--- config.mk ---
export PLATFORM = sky130hd
export DESIGN_NAME = mdio_mgmt_ctrl
export DESIGN_NICKNAME = d
export VERILOG_FILES = /design/src/rtl/mdio_mgmt_pkg.sv /design/src/rtl/mdio_mdc_gen.sv /design/src/rtl/mdio_frame_eng.sv /design/src/rtl/mdio_mgmt_ctrl.sv
export SDC_FILE = /design/constraint.sdc
export NUM_CORES = 1
export LEC_CHECK = 0
export BUFFER_PORTS_ARGS = -buffer_cell sky130_fd_sc_hd__buf_4
export CORE_MARGIN = 5
export CORE_UTILIZATION = 40
export DETAILED_ROUTE_END_ITERATION = 8
export REMOVE_ABC_BUFFERS = 1
export SLEW_MARGIN = 15
export SYNTH_ARGS = -nofsm -noshare
export SYNTH_HDL_FRONTEND = slang
export SYNTH_HIERARCHICAL = 1
export SYNTH_SLANG_ARGS = --single-unit
--- constraint.sdc ---
create_clock -name clk -period 4.1 [get_ports clk]
set_input_delay 0.615 -clock clk [delete_from_list [all_inputs] [get_ports clk]]
set_output_delay 0.615 -clock clk [all_outputs]
set_load 0.02 [all_outputs]
--- src/rtl/mdio_mgmt_pkg.sv ---
package mdio_mgmt_pkg;

   localparam int WORD_W     = 32;
   localparam int DATA_W     = 16;
   localparam int OP_POS     = 28;
   localparam int TA_POS     = 17;
   localparam int CFG_LSB    = 18;
   localparam int EN_BIT     = 4;
   localparam int IDLE_BIT   = 2;
   localparam int MAX_DIV    = 224;

   localparam int A_CTRL  = 0;
   localparam int A_CFG   = 1;
   localparam int A_STAT  = 2;
   localparam int A_MAINT = 3;

   localparam logic [1:0] MDIO_OP_RD = 2'b10;
   localparam logic [1:0] MDIO_OP_WR = 2'b01;

   function automatic int unsigned mdc_divisor(input int unsigned code);
      case (code)
         0:       return 8;
         1:       return 16;
         2:       return 32;
         3:       return 48;
         4:       return 64;
         5:       return 96;
         6:       return 128;
         default: return 224;
      endcase
   endfunction

endpackage

--- src/rtl/mdio_mdc_gen.sv ---
module mdio_mdc_gen
   import mdio_mgmt_pkg::*;
#(
   parameter int CODE_W = 3,
   parameter int CNT_W  = 7
) (
   input  logic              clk,
   input  logic              rst_n,
   input  logic              start,
   input  logic              run,
   input  logic [CODE_W-1:0] code_in,
   output logic              mdc,
   output logic              rise_tick,
   output logic              fall_tick,
   output logic [CODE_W-1:0] code_q
);
   localparam int N_CODES = 1 << CODE_W;

   if ((1 << CNT_W) < MAX_DIV / 2) begin : g_bad_cnt
      $error("CNT_W too narrow for the largest half period");
   end

   logic [CNT_W-1:0] half_m1 [N_CODES];

   for (genvar g = 0; g < N_CODES; g++) begin : g_lut
      assign half_m1[g] = CNT_W'(mdc_divisor(g) / 2 - 1);
   end

   logic [CNT_W-1:0] cnt;
   logic             mdc_q;
   logic             term;

   assign term = (cnt == half_m1[code_q]);

   always_ff @(posedge clk or negedge rst_n) begin
      if (!rst_n) begin
         cnt    <= '0;
         mdc_q  <= 1'b0;
         code_q <= '0;
      end else begin
         if (start) code_q <= code_in;
         if (!run) begin
            cnt   <= '0;
            mdc_q <= 1'b0;
         end else if (term) begin
            cnt   <= '0;
            mdc_q <= ~mdc_q;
         end else begin
            cnt <= cnt + 1'b1;
         end
      end
   end

   assign mdc       = mdc_q;
   assign rise_tick = run & term & ~mdc_q;
   assign fall_tick = run & term & mdc_q;

endmodule

--- src/rtl/mdio_frame_eng.sv ---
module mdio_frame_eng
   import mdio_mgmt_pkg::*;
#(
   parameter int PRE_LEN = 32,
   parameter int FW      = WORD_W,
   parameter int DW      = DATA_W
) (
   input  logic          clk,
   input  logic          rst_n,
   input  logic          start,
   input  logic [FW-1:0] word_in,
   input  logic          rise_tick,
   input  logic          fall_tick,
   input  logic          mdio_in,
   output logic          busy,
   output logic          mdio_out,
   output logic          mdio_oe,
   output logic          finish,
   output logic          rd_load,
   output logic [DW-1:0] rd_word
);
   localparam int FRAME_LEN = PRE_LEN + FW;
   localparam int IDX_W     = $clog2(FRAME_LEN + 1);
   localparam logic [IDX_W-1:0] I_PRE  = IDX_W'(PRE_LEN);
   localparam logic [IDX_W-1:0] I_REL  = IDX_W'(PRE_LEN + FW - 1 - TA_POS);
   localparam logic [IDX_W-1:0] I_SMP  = IDX_W'(PRE_LEN + FW - DW);
   localparam logic [IDX_W-1:0] I_LAST = IDX_W'(FRAME_LEN - 1);

   if (DW >= FW - 2 || TA_POS < DW) begin : g_bad_fields
      $error("data field does not fit below the turnaround");
   end

   logic [IDX_W-1:0] idx;
   logic [FW-1:0]    sh;
   logic [DW-1:0]    rd_sh;
   logic             is_rd;
   logic             busy_q;
   logic             last;

   assign last = (idx == I_LAST);

   always_ff @(posedge clk or negedge rst_n) begin
      if (!rst_n) begin
         idx    <= I_LAST;
         sh     <= '0;
         rd_sh  <= '0;
         is_rd  <= 1'b0;
         busy_q <= 1'b0;
      end else if (start) begin
         busy_q <= 1'b1;
         idx    <= '0;
         sh     <= word_in;
         is_rd  <= (word_in[OP_POS +: 2] == MDIO_OP_RD);
      end else if (busy_q) begin
         if (rise_tick && is_rd && idx >= I_SMP)
            rd_sh <= {rd_sh[DW-2:0], mdio_in};
         if (fall_tick) begin
            if (last) begin
               busy_q <= 1'b0;
            end else begin
               idx <= idx + 1'b1;
               if (idx >= I_PRE) sh <= {sh[FW-2:0], 1'b0};
            end
         end
      end
   end

   assign busy     = busy_q;
   assign mdio_out = (idx < I_PRE) ? 1'b1 : sh[FW-1];
   assign mdio_oe  = busy_q & ~(is_rd & (idx >= I_REL));
   assign finish   = busy_q & fall_tick & last;
   assign rd_load  = finish & is_rd;
   assign rd_word  = rd_sh;

endmodule

--- src/rtl/mdio_mgmt_ctrl.sv ---
module mdio_mgmt_ctrl
   import mdio_mgmt_pkg::*;
#(
   parameter int ADDR_W  = 4,
   parameter int PRE_LEN = 32,
   parameter int CODE_W  = 3,
   parameter int CNT_W   = 7
) (
   input  logic              clk,
   input  logic              rst_n,
   input  logic              reg_we,
   input  logic [ADDR_W-1:0] reg_waddr,
   input  logic [31:0]       reg_wdata,
   input  logic [ADDR_W-1:0] reg_raddr,
   output logic [31:0]       reg_rdata,
   output logic              mdc,
   output logic              mdio_out,
   output logic              mdio_oe,
   input  logic              mdio_in
);
   if (ADDR_W < 2) begin : g_bad_addr
      $error("ADDR_W must reach four registers");
   end
   if (CODE_W != 3) begin : g_bad_code
      $error("divisor table is defined for a 3-bit code");
   end
   if (PRE_LEN < 1 || PRE_LEN > 64) begin : g_bad_pre
      $error("PRE_LEN out of range");
   end

   logic              en_q;
   logic [CODE_W-1:0] cfg_code_q;
   logic [31:0]       maint_q;
   logic              busy;
   logic              wr_maint;
   logic              start;
   logic              rise_tick;
   logic              fall_tick;
   logic              finish;
   logic              rd_load;
   logic [15:0]       rd_word;
   logic [CODE_W-1:0] frame_code;

   assign wr_maint = reg_we && (reg_waddr == ADDR_W'(A_MAINT));
   assign start    = wr_maint && en_q && !busy;

   always_ff @(posedge clk or negedge rst_n) begin
      if (!rst_n) begin
         en_q       <= 1'b0;
         cfg_code_q <= '0;
         maint_q    <= '0;
      end else begin
         if (reg_we && reg_waddr == ADDR_W'(A_CTRL))
            en_q <= reg_wdata[EN_BIT];
         if (reg_we && reg_waddr == ADDR_W'(A_CFG))
            cfg_code_q <= reg_wdata[CFG_LSB +: CODE_W];
         if (rd_load)
            maint_q[15:0] <= rd_word;
         else if (wr_maint && !busy)
            maint_q <= reg_wdata;
      end
   end

   always_comb begin
      reg_rdata = '0;
      case (reg_raddr)
         ADDR_W'(A_CTRL):  reg_rdata[EN_BIT] = en_q;
         ADDR_W'(A_CFG):   reg_rdata[CFG_LSB +: CODE_W] = cfg_code_q;
         ADDR_W'(A_STAT):  reg_rdata[IDLE_BIT] = ~busy;
         ADDR_W'(A_MAINT): reg_rdata = maint_q;
         default:          reg_rdata = '0;
      endcase
   end

   mdio_mdc_gen #(.CODE_W(CODE_W), .CNT_W(CNT_W)) u_mdc (
      .clk       (clk),
      .rst_n     (rst_n),
      .start     (start),
      .run       (busy),
      .code_in   (cfg_code_q),
      .mdc       (mdc),
      .rise_tick (rise_tick),
      .fall_tick (fall_tick),
      .code_q    (frame_code)
   );

   mdio_frame_eng #(.PRE_LEN(PRE_LEN)) u_eng (
      .clk       (clk),
      .rst_n     (rst_n),
      .start     (start),
      .word_in   (reg_wdata),
      .rise_tick (rise_tick),
      .fall_tick (fall_tick),
      .mdio_in   (mdio_in),
      .busy      (busy),
      .mdio_out  (mdio_out),
      .mdio_oe   (mdio_oe),
      .finish    (finish),
      .rd_load   (rd_load),
      .rd_word   (rd_word)
   );

endmodule

### Yosys cells after proc, flatten, opt, wreduce, memory -nomap -nowiden

Memories as Yosys holds them, arrays and structs flattened.
Index checks and enable logic that the tools add are counted.
W data, S select, Z words.

| cells by class | value |
|---|---|
| mux-type cells | 29 |
| reduce and logical (&&, ||, !) cells | 19 |
| equality and inequality tests | 10 |
| bitwise logic cells | 14 |
| shift-type cells | 0 |
| multipliers | 0 |
| divide/modulo/power cells | 0 |
| $lt $le $gt $ge | 5 |
| add/subtract/negate cells | 2 |

Operator list:

| operator | count |
|---|---|
| $mux W32 | 5 |
| $mux W7 | 8 |
| $mux W16 | 2 |
| $ge A7 B6 Y1 const B | 3 |
| $add A7 B1 Y7 const B | 2 |
| $mux W13 | 1 |
| $eq A4 B2 Y1 const B | 3 |
| $mux W11 | 1 |
| $and A1 B1 Y1 | 8 |
| $eq A4 B1 Y1 const B | 2 |
| $logic_and A1 B1 Y1 | 8 |
| $logic_not A4 Y1 | 2 |
| $mux W1 | 8 |
| $reduce_bool A2 Y1 | 4 |
| $eq A7 B6 Y1 const B | 1 |
| $eq A7 B7 Y1 | 1 |
| $lt A7 B6 Y1 const B | 1 |
| $pmux W3 S2 | 1 |
| $reduce_and A3 Y1 | 2 |
| $not A1 Y1 | 5 |
| $ge A4 B4 Y1 const B | 1 |
| $ne A2 B2 Y1 const B | 2 |
| $not A3 Y4 | 1 |
| $pmux W1 S2 | 2 |
| 5 further kinds | 5 |

| word-level totals | value |
|---|---|
| latch bits | 0 |
| bits of input ports | 44 |
| logic and storage cells | 92 |
| ROM bits | 56 |
| bits in writable memories | 0 |
| memories | 1 |
| output and inout port bits | 35 |
| flip-flop bits (word level) | 104 |

Memories:

| name | words | bits a word | rd ports | clocked after Yosys merged registers in | write ports | RTL line | source |
|---|---|---|---|---|---|---|---|
| (name not given) | 8 | 7 | 1 | 0 | 0 | mdio_mdc_gen.sv:33 | `assign term = (cnt == half_m1[code_q]);` |

### Depth between registers and ports, before layout

Gate-level depths: netlist of the first run.

| depth | value |
|---|---|
| depth in word-level cells | 12 |
| gate-level depth with buffers | 12 |
| depth with buffers taken out | 9 |

### Modules after synthesis

Netlist of the first run, hierarchy kept.

Modules (own cells, without submodules):

| module | times used | cells an instance | area each (um^2) | sequential area each (um^2) |
|---|---|---|---|---|
| mdio_frame_eng | 1 | 259 | 2760.1 | 1433.9 |
| mdio_mgmt_ctrl | 1 | 189 | 1944.4 | 900.9 |
| mdio_mdc_gen | 1 | 61 | 651.9 | 275.3 |

### Worst setup path after synthesis of the first run

No wires, ideal clock.

| timing path | value |
|---|---|
| kind | reg2reg |
| from | register u_mdc.code_q[0] |
| to | register maint_q[22] |
| path buffers | 3 |
| slack | 1.139 ns |
| clock period less this slack | 2.961 ns |
| setup time | 0.125 ns |
| stages on the path, launching flop included | 12 |
| data arrival time | 2.836 ns |
| data required time | 3.975 ns |
| cell sequence | dfrtp_1 -> buf_2 -> or2_2 -> a311oi_1 -> a211o_1 -> and4bb_2 -> and2_1 -> buf_2 -> and3_1 -> nor3_4 -> buf_8 -> mux2_2 |

| between the ends | value |
|---|---|
| word-level cells in the longest chain between the ends | 12 |

Ends and longest elaborated chain:

| what | RTL line | source |
|---|---|---|
| start, declared | mdio_mdc_gen.sv:15 | `output logic [CODE_W-1:0] code_q` |
| start signal, assigned | mdio_mdc_gen.sv:41 | `if (start) code_q <= code_in;` |
| $not A3 Y4 (implied by the code) | mdio_mdc_gen.sv:33 |  |
| $mem_v2 Z8 W7 | -- |  |
| $mux W7 (implied by the code) (2 in a row) | mdio_mdc_gen.sv:33 |  |
| $eq A7 B7 Y1 | mdio_mdc_gen.sv:33 |  |
| $and A1 B1 Y1 (2 in a row) | mdio_mdc_gen.sv:56 | `assign fall_tick = run & term & mdc_q;` |
| net fall_tick | mdio_mgmt_ctrl.sv:38 | `logic fall_tick;` |
| $and A1 B1 Y1 (2 in a row) | mdio_frame_eng.sv:71 | `assign finish = busy_q & fall_tick & last;` |
| $and A1 B1 Y1 | mdio_frame_eng.sv:72 | `assign rd_load = finish & is_rd;` |
| net rd_load | mdio_mgmt_ctrl.sv:40 | `logic rd_load;` |
| $not A1 Y1 (no line) | -- |  |
| $reduce_and A2 Y1 (no line) | -- |  |
| end signal, assigned | mdio_mgmt_ctrl.sv:60 | `maint_q <= reg_wdata;` |
| end, declared | mdio_mgmt_ctrl.sv:33 | `logic [31:0] maint_q;` |

The timed path passes the listed nets, and every way through them passes these cells. The select of a mux whose other input is x is not followed.
A chain may end at the register's enable or synchronous reset.

### Final worst setup path of the first run

| timing path | value |
|---|---|
| from | register u_mdc.code_q[0] |
| to | register u_eng.sh[28] |

| between the ends | value |
|---|---|
| word-level cells in the longest chain between the ends | 9 |

Ends and longest elaborated chain:

| what | RTL line | source |
|---|---|---|
| $not A3 Y4 (implied by the code) | mdio_mdc_gen.sv:33 |  |
| $mem_v2 Z8 W7 | -- |  |
| $mux W7 (implied by the code) (2 in a row) | mdio_mdc_gen.sv:33 |  |
| $eq A7 B7 Y1 | mdio_mdc_gen.sv:33 |  |
| $and A1 B1 Y1 (2 in a row) | mdio_mdc_gen.sv:56 |  |
| net fall_tick | mdio_mgmt_ctrl.sv:38 |  |
| $reduce_bool A2 Y1 (no line) | -- |  |
| $reduce_and A4 Y1 (no line) | -- |  |
| end signal, assigned | mdio_frame_eng.sv:52 | `sh <= word_in;` |
| end signal, assigned | mdio_frame_eng.sv:62 | `if (idx >= I_PRE) sh <= {sh[FW-2:0], 1'b0};` |
| end, declared | mdio_frame_eng.sv:34 | `logic [FW-1:0] sh;` |

The timed path passes the listed nets, and every way through them passes these cells. The select of a mux whose other input is x is not followed.

==> metrics.md, run 1 <==
| Metric | Value |
|---|---|
| Outcome | finished clean |
| Max Cap Viol | 0 |
| Clock Pin Slew Worst Setup and Hold Paths | 0.07 ns |
| CP Launch Point | u_mdc/code_q[0]$_DFFE_PN0P_ |
| Setup violations, final | 0 |
| Max Slew Vio Count | 0 |
| Max transition margin | 34.23% |
| Worst-Skew Late Latency | 0.35 ns |
| Largest net degree at the start of global routing | 78 |
| Die W | 125.7 um |
| R2R Path Start | u_mdc/code_q[0]$_DFFE_PN0P_ |
| CP Launch Type | register |
| VDD IR-drop max | 0.1919 mV |
| Root Buffer Master | clkbuf_16 |
| Total grt overflow | 0 |
| CP Max Fanout | 22 |
| Post-DP HPWL | 8.509 mm |
| DIE AREA | 15790 sq um |
| Slew at the pin closest to its max-slew limit | just under 1 ns |
| Total Routed Length | 12.41 mm |
| Final Net Count | 620 |
| Worst Hold Class | in2async |
| FP Rows | 42 |
| Final GP Congestion | 0.7818 |
| ANT nets after route | 0 |
| Core area | 13190 sq um |
| Final Skew | 0.007080 ns |
| Cts hold-fix bufs | 0 |
| CTS tree | done |
| Final Cell Area | 6360 sq um |
| DR vias/cell | 5.102 |
| DRC violations left | 0 |
| I/O Pins | just under 80 |
| Initial Utilization | between 40 and 50% |
| Crit path capture type | register |
| Post-CTS resize count | 0 |
| Antenna violations before repair | 0 |
| Max Clk Rate | 307.6 MHz |
| Mapped cell area | roughly 5400 sq um |
| Die height | 125.7 um |
| Endpoints failing hold | 0 |
| Post-Syn Instances | 508 |
| Dpl cell area | 6038 sq um |
| Postcts setup bufs | 0 |
| Clock Path Buffers | 2 |
| Area Overhead vs Synth | 18.87% |
| RSZ-0062 raised after global routing | false |
| Pwr Total | 0.002770 W |
| Diodes inserted | 0 |
| Sink Count | 104 |
| Layout cell share with drive strength beyond 1 | 26.64% |
| Final Cycle Share | 79.30% |
| Tmin final | ~3.3 ns |
| Cts bufs inserted | 9 |
| Mean post-synth cell area | 10.53 sq um |
| Initial drt markers | 208 |
| Overall routing resource usage | 16.10% |
| Worst path required time | 4.34 ns |
| Drt first pass iters | 4 |
| Synth warnings | 6 |
| IO Port Bufs | 78 |
| Vias in the first global route | 3998 |
| Worst Path Arrival | around 3.5 ns |
| WL/cell | roughly 16 um |
| Placed Cells | 738 |
| Crit Path Class | reg2reg |
| Vias | 3847 |
| H-tree depth | 3 |
| Leak | 3.022 nW |
| Pwr Density | 435.5 nW/um^2 |
| Cell Count, Final, Fillers Out | 754 |
| First-pass GRT wire length | slightly above 20 mm |
## where the power goes
part	switching [W]	leakage (nW)	internal [W]
sequential	0.000111	1.35	0.00122
combinational	0.000255	1.52	0.000245
clock	0.000387	0.158	0.000549
total	0.000753	3.02	0.00202
## path summary, 6_finish.rpt
kind	to	slack, ns	cells past startpoint
min in group clk	u_eng/sh[16]$_DFFE_PN0P_	0.47	3
worst min-delay path	u_eng/rd_word[2]$_DFFE_PN0P_	0.27	1
worst min register to register	u_mdc/cnt[0]$_DFF_PN0_	0.49	1
worst max-delay path	u_eng/sh[28]$_DFFE_PN0P_	0.85	9
worst max register to register	u_eng/sh[28]$_DFFE_PN0P_	0.85	9
max in group asynchronous	u_eng/is_rd$_DFFE_PN0P_	2.94	2
## final cells by class
type / instances / area [sq um]
clock buffer: 10 / 239.0
clock inverter: 6 / 82.58
fill: 1208 / 6830
inverter: 11 / 41.29
multi-input combinational: 361 / 2521
sequential: 104 / 2610
tap: 176 / 220.2
timing repair buffer: 86 / 645.6
## placed cells by master (no fill, tap or decap), drive strengths merged, types with 6 or more instances in the layout
cell / n
a21oi: 12
a221o: 7
a41oi: 10
and2: 30
buf: 86
clkbuf: 10
dfrtp: 98
dfstp: 6
inv: 11
mux2: 39
mux2i: 33
nand2: 70
nand2b: 6
nor2: 21
nor2b: 49
nor3: 6
nor4: 6
o21ai: 18
xor2: 6
## metrics by stage
step                      setup TNS [ns]  util (%)  hold slack [ns]  setup WS (ns)
after floorplan                   -37.91         -           0.3194        -0.9096
after global placement                 0     45.78           0.4782         0.9400
after detailed placement               0     45.78           0.4818         0.8988
after CTS                              0     48.22           0.2914         0.8828
after global routing                   0     48.22           0.3133         0.6514
final                                  0     48.22           0.2680         0.8486
## sequential cells by signal (all words and copies together) (netlist names)
register,flops
u_eng/busy,1
u_mdc/mdc,1
en_q,1
u_eng/rd_word,16
u_eng/sh,32
u_eng/is_rd,1
cfg_code_q,3
u_mdc/cnt,7
u_eng/idx,7
maint_q,32
u_mdc/code_q,3
## routing by layer
| layer | share of wire, % | up-vias | global-route usage, % |
|---|---|---|---|
| li1 | - | 1874 | - |
| met3 | 4.2 | 13 | 3.895 |
| met5 | 0 | - | 0 |
| met2 | 47 | 72 | 24.83 |
| met1 | 47 | 1888 | 22.54 |
| met4 | 1.3 | 0 | 4.974 |
## worst max-delay path: stages, from the launching register on
cell	delay [ns]
dfrtp_1	0.49
nor4_1	0.36
a311oi_1	0.10
a211o_1	0.37
and4bb_2	0.35
and2_1	0.24
a31o_2	0.61
buf_4	0.29
nor2b_1	0.06
a221o_1	0.25
Note: power is estimated with default switching activity, not from simulation.
==> run 2: changes to the inputs <==
==> constraint.sdc (replaced) <==
create_clock -name clk -period 2.95 [get_ports clk]
set_input_delay 0.4425 -clock clk [delete_from_list [all_inputs] [get_ports clk]]
set_output_delay 0.4425 -clock clk [all_outputs]
set_load 0.02 [all_outputs]
==> run 2 against run 1 <==
Clock power is 30% higher. Clock skew increased by 0.0077 ns. Final cell count rose by 1.2%. Critical endpoint is now u_eng/sh[31]$_DFFE_PN0P_.
==> metrics.md, run 2 (same netlist as run 1, synthesis figures left out) <==
| Metric | Value |
|---|---|
| Outcome | finished clean |
| I/O Pins | 79 |
| First-pass GRT wire length | 20.82 mm |
| Root Buffer Master | clkbuf_16 |
| Final Net Count | 629 |
| CTS tree | done |
| Worst Hold Class | in2async |
| Post-DP HPWL | 8.450 mm |
| Cts hold-fix bufs | 0 |
| Sink Count | 104 |
| Max transition margin | 51.70% |
| RSZ-0062 raised after global routing | false |
| H-tree depth | 3 |
| Diodes inserted | 0 |
| Crit path capture type | register |
| FP Rows | 42 |
| Total grt overflow | 0 |
| Worst R2R Setup Slack | 0.15 ns |
| Die height | 125.7 um |
| R2R Path Start | u_mdc/cnt[5]$_DFF_PN0_ |
| Leak | between 3 and 4 nW |
| Final Skew | between 0.01 and 0.015 ns |
| Max Clk Rate | ~360 MHz |
| Worst Path Arrival | around 3 ns |
| Initial Utilization | 40.56% |
| DIE AREA | around 16000 sq um |
| Antenna violations before repair | 0 |
| VDD IR-drop max | 0.2661 mV |
| CP Max Fanout | 25 |
| Total Routed Length | 12.40 mm |
| DRC violations left | 0 |
| Max Cap Viol | 0 |
| Most common cell after layout, fill and taps aside | dfrtp_1 |
| Initial drt markers | roughly 210 |
| Area Overhead vs Synth | 21.12% |
| Die W | between 100 and 150 um |
| Vias | between 3000 and 4000 |
| Setup violations, final | 0 |
| R2R cell count | 10 |
| DR vias/cell | 5.119 |
| Final core utilization | 49.13% |
| CP peak stage delay | about 0.55 ns |
| Most frequent cells in the layout | dfrtp_1 (96), buf_4 (90), nand2_1 (70) |
| Endpoints failing hold | 0 |
| Slew at the pin closest to its max-slew limit | between 0.7 and 0.8 ns |
| Vias in the first global route | 4019 |
| Drt first pass iters | 4 |
| Final Cycle Share | 94.98% |
| Worst-Skew Late Latency | 0.36 ns |
| ANT nets after route | 0 |
| Cts bufs inserted | 9 |
| Pwr Total | 0.003777 W |
| CP Launch Type | register |
| Overall routing resource usage | 16.14% |
| Clock Path Buffers | 2 |
| Crit-path cells | or4b_1, a31oi_1, nor3_2, and4bb_2, and2_1, buf_4, a31o_2, buf_12, nor3b_1, a221o_1 |
| Tmin final | between 2 and 3 ns |
| WHS | 0.1432 ns |
| Pwr Density | 582.9 nW/um^2 |
| WL/cell | 16.26 um |
| Reg2reg end | u_eng/sh[31]$_DFFE_PN0P_ |
| Largest net degree at the start of global routing | a little under 80 |
| Clock Pin Slew Worst Setup and Hold Paths | approximately 0.07 ns |
| Final GP Congestion | 0.8432 |
| Layout cell share with drive strength beyond 1 | 28.45% |
| Max Slew Vio Count | 0 |
| Worst path required time | 3.19 ns |
| IO Port Bufs | 78 |
| Crit Path Class | reg2reg |
| Slowest cell on the critical path | or4b_1 |
| Core area | roughly 13000 sq um |
run 2: how the worst max path moves through the flow:
stage | end | slack, ns | from
final | u_eng/sh[31]$_DFFE_PN0P_ | 0.15 | u_mdc/cnt[5]$_DFF_PN0_
after global routing | maint_q[27]$_DFFE_PN0P_ | 0.03 | u_mdc/cnt[4]$_DFF_PN0_
after CTS | maint_q[26]$_DFFE_PN0P_ | 0.08 | u_mdc/code_q[0]$_DFFE_PN0P_
after detailed placement | maint_q[28]$_DFFE_PN0P_ | 0.11 | u_mdc/code_q[0]$_DFFE_PN0P_
after global placement | maint_q[27]$_DFFE_PN0P_ | 0.16 | u_mdc/code_q[0]$_DFFE_PN0P_
after floorplan | u_eng/rd_word[14]$_DFFE_PN0P_ | -1.89 | reg_waddr[3]
run 2: routing by layer:
metal	track usage, %	share of wire, %	vias up
met5	0	0	-
met4	5.230	2.0	0
met3	4.064	5.0	14
met2	24.86	46	96
met1	22.41	47	1894
li1	-	-	1902
run 2: what timing repair did:
| item | in CTS | in global routing |
|---|---|---|
| buffers inserted | 0 | 0 |
| gates resized for setup | 0 | 4 |
| setup endpoints to repair | 0 | 17 |
run 2: layout make-up:
type                       count  area (sq um)
clock buffer                   9         225.2
clock inverter                 7         76.32
fill                        1205          6710
inverter                      11         41.29
multi-input combinational    361          2529
sequential                   104          2613
tap                          176         220.2
timing repair buffer          95         775.7
run 2: per-stage QoR:
stage	area [sq um]	TNS [ns]	std cells	worst slack [ns]
2_1_floorplan	5165	-102.11	476	-1.887
4_1_cts	6470	0	763	0.08343
6_report	6480	0	763	0.1481
5_1_grt	6480	0	763	0.02784
3_5_place_dp	6168	0	747	0.1088
3_3_place_gp	6168	0	747	0.1575
run 2: worst max-delay path, delay by kind of cell (launching register included):
family | cells | cell delay (ns)
buf+inv | 2 | 0.33
flops | 1 | 0.47
compound gates | 3 | 0.63
simple gates | 5 | 1.23
run 2: report_power, final:
group / internal [W] / switching [W] / total [W]
clock: 0.000608 / 0.000608 / 0.00122
sequential: 0.00170 / 0.000161 / 0.00186
combinational: 0.000350 / 0.000352 / 0.000702
total: 0.00266 / 0.00112 / 0.00378
==> run 3: changes to the inputs <==
--- a/config.mk
+++ b/config.mk
@@ -9,6 +9,7 @@
 export CORE_MARGIN = 5
 export CORE_UTILIZATION = 40
 export DETAILED_ROUTE_END_ITERATION = 8
+export RECOVER_POWER = 100
 export REMOVE_ABC_BUFFERS = 1
 export SLEW_MARGIN = 15
 export SYNTH_ARGS = -nofsm -noshare
==> run 3 against run 2 <==
Routed wire length hardly changed. Largest power group unchanged. Sequential share of layout area is 0.52 points higher. Die area stayed put. Clock skew is 0.0013 ns lower. Critical path type unchanged. Sequential power hardly changed. Largest cell class unchanged. Clock-buffer cell count stayed put. Final cell count stayed put. Critical path depth is 1 lower. Core utilization is 0.65 points lower. Global-route usage stayed put.
==> metrics.md, run 3 (same netlist as run 1, synthesis figures left out) <==
| Metric | Value |
|---|---|
| Placed Cells | 747 |
| Final GP Congestion | between 0.8 and 0.9 |
| Max Slew Vio Count | 0 |
| Endpoints failing hold | 0 |
| Antenna violations before repair | 0 |
| Area Overhead vs Synth | 19.50% |
| IO Port Bufs | 78 |
| Core area | between 10000 and 15000 sq um |
| Post-DP HPWL | 8.450 mm |
| Crit Path Class | reg2reg |
| Met1 wire length | 5.714 mm |
| Largest net degree at the start of global routing | 78 |
| Total grt overflow | 0 |
| Net Sw Power | 0.001120 W |
| Max Clk Rate | 353.9 MHz |
| Hold Crit Start | reg_wdata[24] |
| CP Max Fanout | 16 |
| Internal power | roughly 0.0026 W |
| Fill count | roughly 1200 |
| RSZ-0062 raised after global routing | false |
| CP Launch Type | register |
| Drt first pass iters | 4 |
| DIE AREA | approximately 16000 sq um |
| Die height | 125.7 um |
| Worst path required time | 3.19 ns |
| Vias in the first global route | around 4000 |
| R2R Path Start | u_mdc/code_q[0]$_DFFE_PN0P_ |
| DR vias/cell | 5.119 |
| Metal2 WL | approximately 5.7 mm |
| Most frequent cells in the layout | dfrtp_1 (97), buf_4 (73), nand2_1 (70) |
| Worst Path Arrival | 3.07 ns |
| Cell Count, Final, Fillers Out | roughly 760 |
| Met3 wire len | 759 um |
| Layout cell share with drive strength beyond 1 | 25.55% |
| FP Rows | between 40 and 50 |
| Sw frac | 29.77% |
| Worst Hold Class | in2reg |
| Cts hold-fix bufs | 0 |
| Max Cap Viol | 0 |
| Final Net Count | 629 |
| Total Routed Length | 12.41 mm |
| Vias | 3906 |
| ANT nets after route | 0 |
| Root Buffer Master | clkbuf_16 |
| CTS tree | done |
| Clock Pin Slew Worst Setup and Hold Paths | approximately 0.080 ns |
| Cts bufs inserted | 9 |
| Reg2reg end | maint_q[26]$_DFFE_PN0P_ |
| Crit path capture type | register |
| Worst-Skew Late Latency | 0.36 ns |
| Slew at the pin closest to its max-slew limit | 1.383 ns |
| DRC violations left | 0 |
| Clock share of power | 32.4% |
| Clock Path Buffers | 2 |
| Final Skew | 0.01348 ns |
| Final Cycle Share | 95.78% |
| VDD IR-drop max | between 0.2 and 0.3 mV |
| I/O Pins | a little under 80 |
| Sequential share of power | 49.4% |
| Die W | 125.7 um |
| Overall routing resource usage | 16.14% |
| Highest Signal Layer | met4 |
| Worst R2R Setup Slack | 0.12 ns |
| WL/cell | 16.26 um |
| Hold path endpoint | u_eng/sh[24]$_DFFE_PN0P_ |
| Initial drt markers | 223 |
| Hold Crit Depth | 3 |
| Pwr Density | 588.3 nW/um^2 |
| Most common cell after layout, fill and taps aside | dfrtp_1 |
| Leak | roughly 3 nW |
| Tmin final | 2.826 ns |
| Pwr Total | about 0.0038 W |
| Initial Utilization | 40.56% |
| Comb power frac | roughly 18% |
| Setup violations, final | 0 |
| Diodes inserted | 0 |
| R2R cell count | 9 |
| Sink Count | 104 |
| Max transition margin | 7.809% |
| Final core utilization | approximately 48% |
| H-tree depth | 3 |
| First-pass GRT wire length | 20.82 mm |
| Outcome | finished clean |
[run 3: cell types whose count changed in the layout (fill, tap and decap cells not counted), moves of 2 or more]
| cell | previous run | this run |
|---|---|---|
| clkbuf_1 | 0 | 13 |
| and2_0 | 0 | 23 |
| buf_12 | 5 | 3 |
| buf_4 | 90 | 73 |
| and2_1 | 30 | 7 |
| clkbuf_4 | 0 | 3 |
| o21ai_0 | 16 | 18 |
| clkbuf_2 | 0 | 3 |
[run 3: metal layers]
metal	up-vias	track usage, %
li1	1903	-
met1	1887	22.41
met2	102	24.86
met3	14	4.064
met4	0	5.230
met5	-	0
[run 3: what timing repair did]
action / 4_1_cts / 5_1_grt
gates resized for setup: 0 / 4
setup endpoints to repair: 0 / 17
setup buffers: 0 / 0
[run 3: critical path, stage by stage, from the launching register on]
cell and delay [ns]:
dfrtp_1 0.49, or2_2 0.33, a311oi_2 0.25, a211o_1 0.16, and4bb_1 0.25, and2_1 0.17
and3_2 0.26, nor3_4 0.24, buf_12 0.20, mux2_2 0.35
[run 3: worst max path at each step]
stage / from / endpoint / slack, ns / cells after the start
floorplan: reg_waddr[3] / u_eng/rd_word[14]$_DFFE_PN0P_ / -1.89 / 6
global placement: u_mdc/code_q[0]$_DFFE_PN0P_ / maint_q[27]$_DFFE_PN0P_ / 0.16 / 9
detailed placement: u_mdc/code_q[0]$_DFFE_PN0P_ / maint_q[28]$_DFFE_PN0P_ / 0.11 / 9
CTS: u_mdc/code_q[0]$_DFFE_PN0P_ / maint_q[26]$_DFFE_PN0P_ / 0.08 / 9
global route: u_mdc/cnt[5]$_DFF_PN0_ / u_eng/sh[31]$_DFFE_PN0P_ / 0.02 / 10
finish: u_mdc/code_q[0]$_DFFE_PN0P_ / maint_q[26]$_DFFE_PN0P_ / 0.12 / 9
[run 3: final cells by class]
cell class              instances  area [sq um]  share of cell area (%)
repair buffers                 95         694.4                   10.86
well taps                     176         220.2                   3.444
clock inverters                 7         76.32                   1.194
multi-input cells             361          2525                   39.49
inverters                      11         41.29                  0.6458
flip-flops and latches        104          2611                   40.84
clock buffers                   9         225.2                   3.523
[run 3: power by group through the flow]
stage	logic [W]	registers, W	clock network [W]
6_report	0.000683	0.00186	0.00122
5_1_grt	0.000771	0.00190	0.00131
4_1_cts	0.000707	0.00186	0.00125
3_5_place_dp	0.000703	0.00188	0
3_3_place_gp	0.000677	0.00188	0
2_1_floorplan	0.000482	0.00183	0
[run 3: per-stage QoR]
step / hold WS (ns) / worst slack [ns] / cell area (sq um) / TNS, ns
floorplan: 0.1469 / -1.887 / 5165 / -102.11
global placement: 0.4737 / 0.1575 / 6168 / 0
detailed placement: 0.4851 / 0.1088 / 6168 / 0
CTS: 0.1580 / 0.08343 / 6470 / 0
global route: 0.2807 / 0.01654 / 6394 / 0
finish: 0.2906 / 0.1244 / 6394 / 0
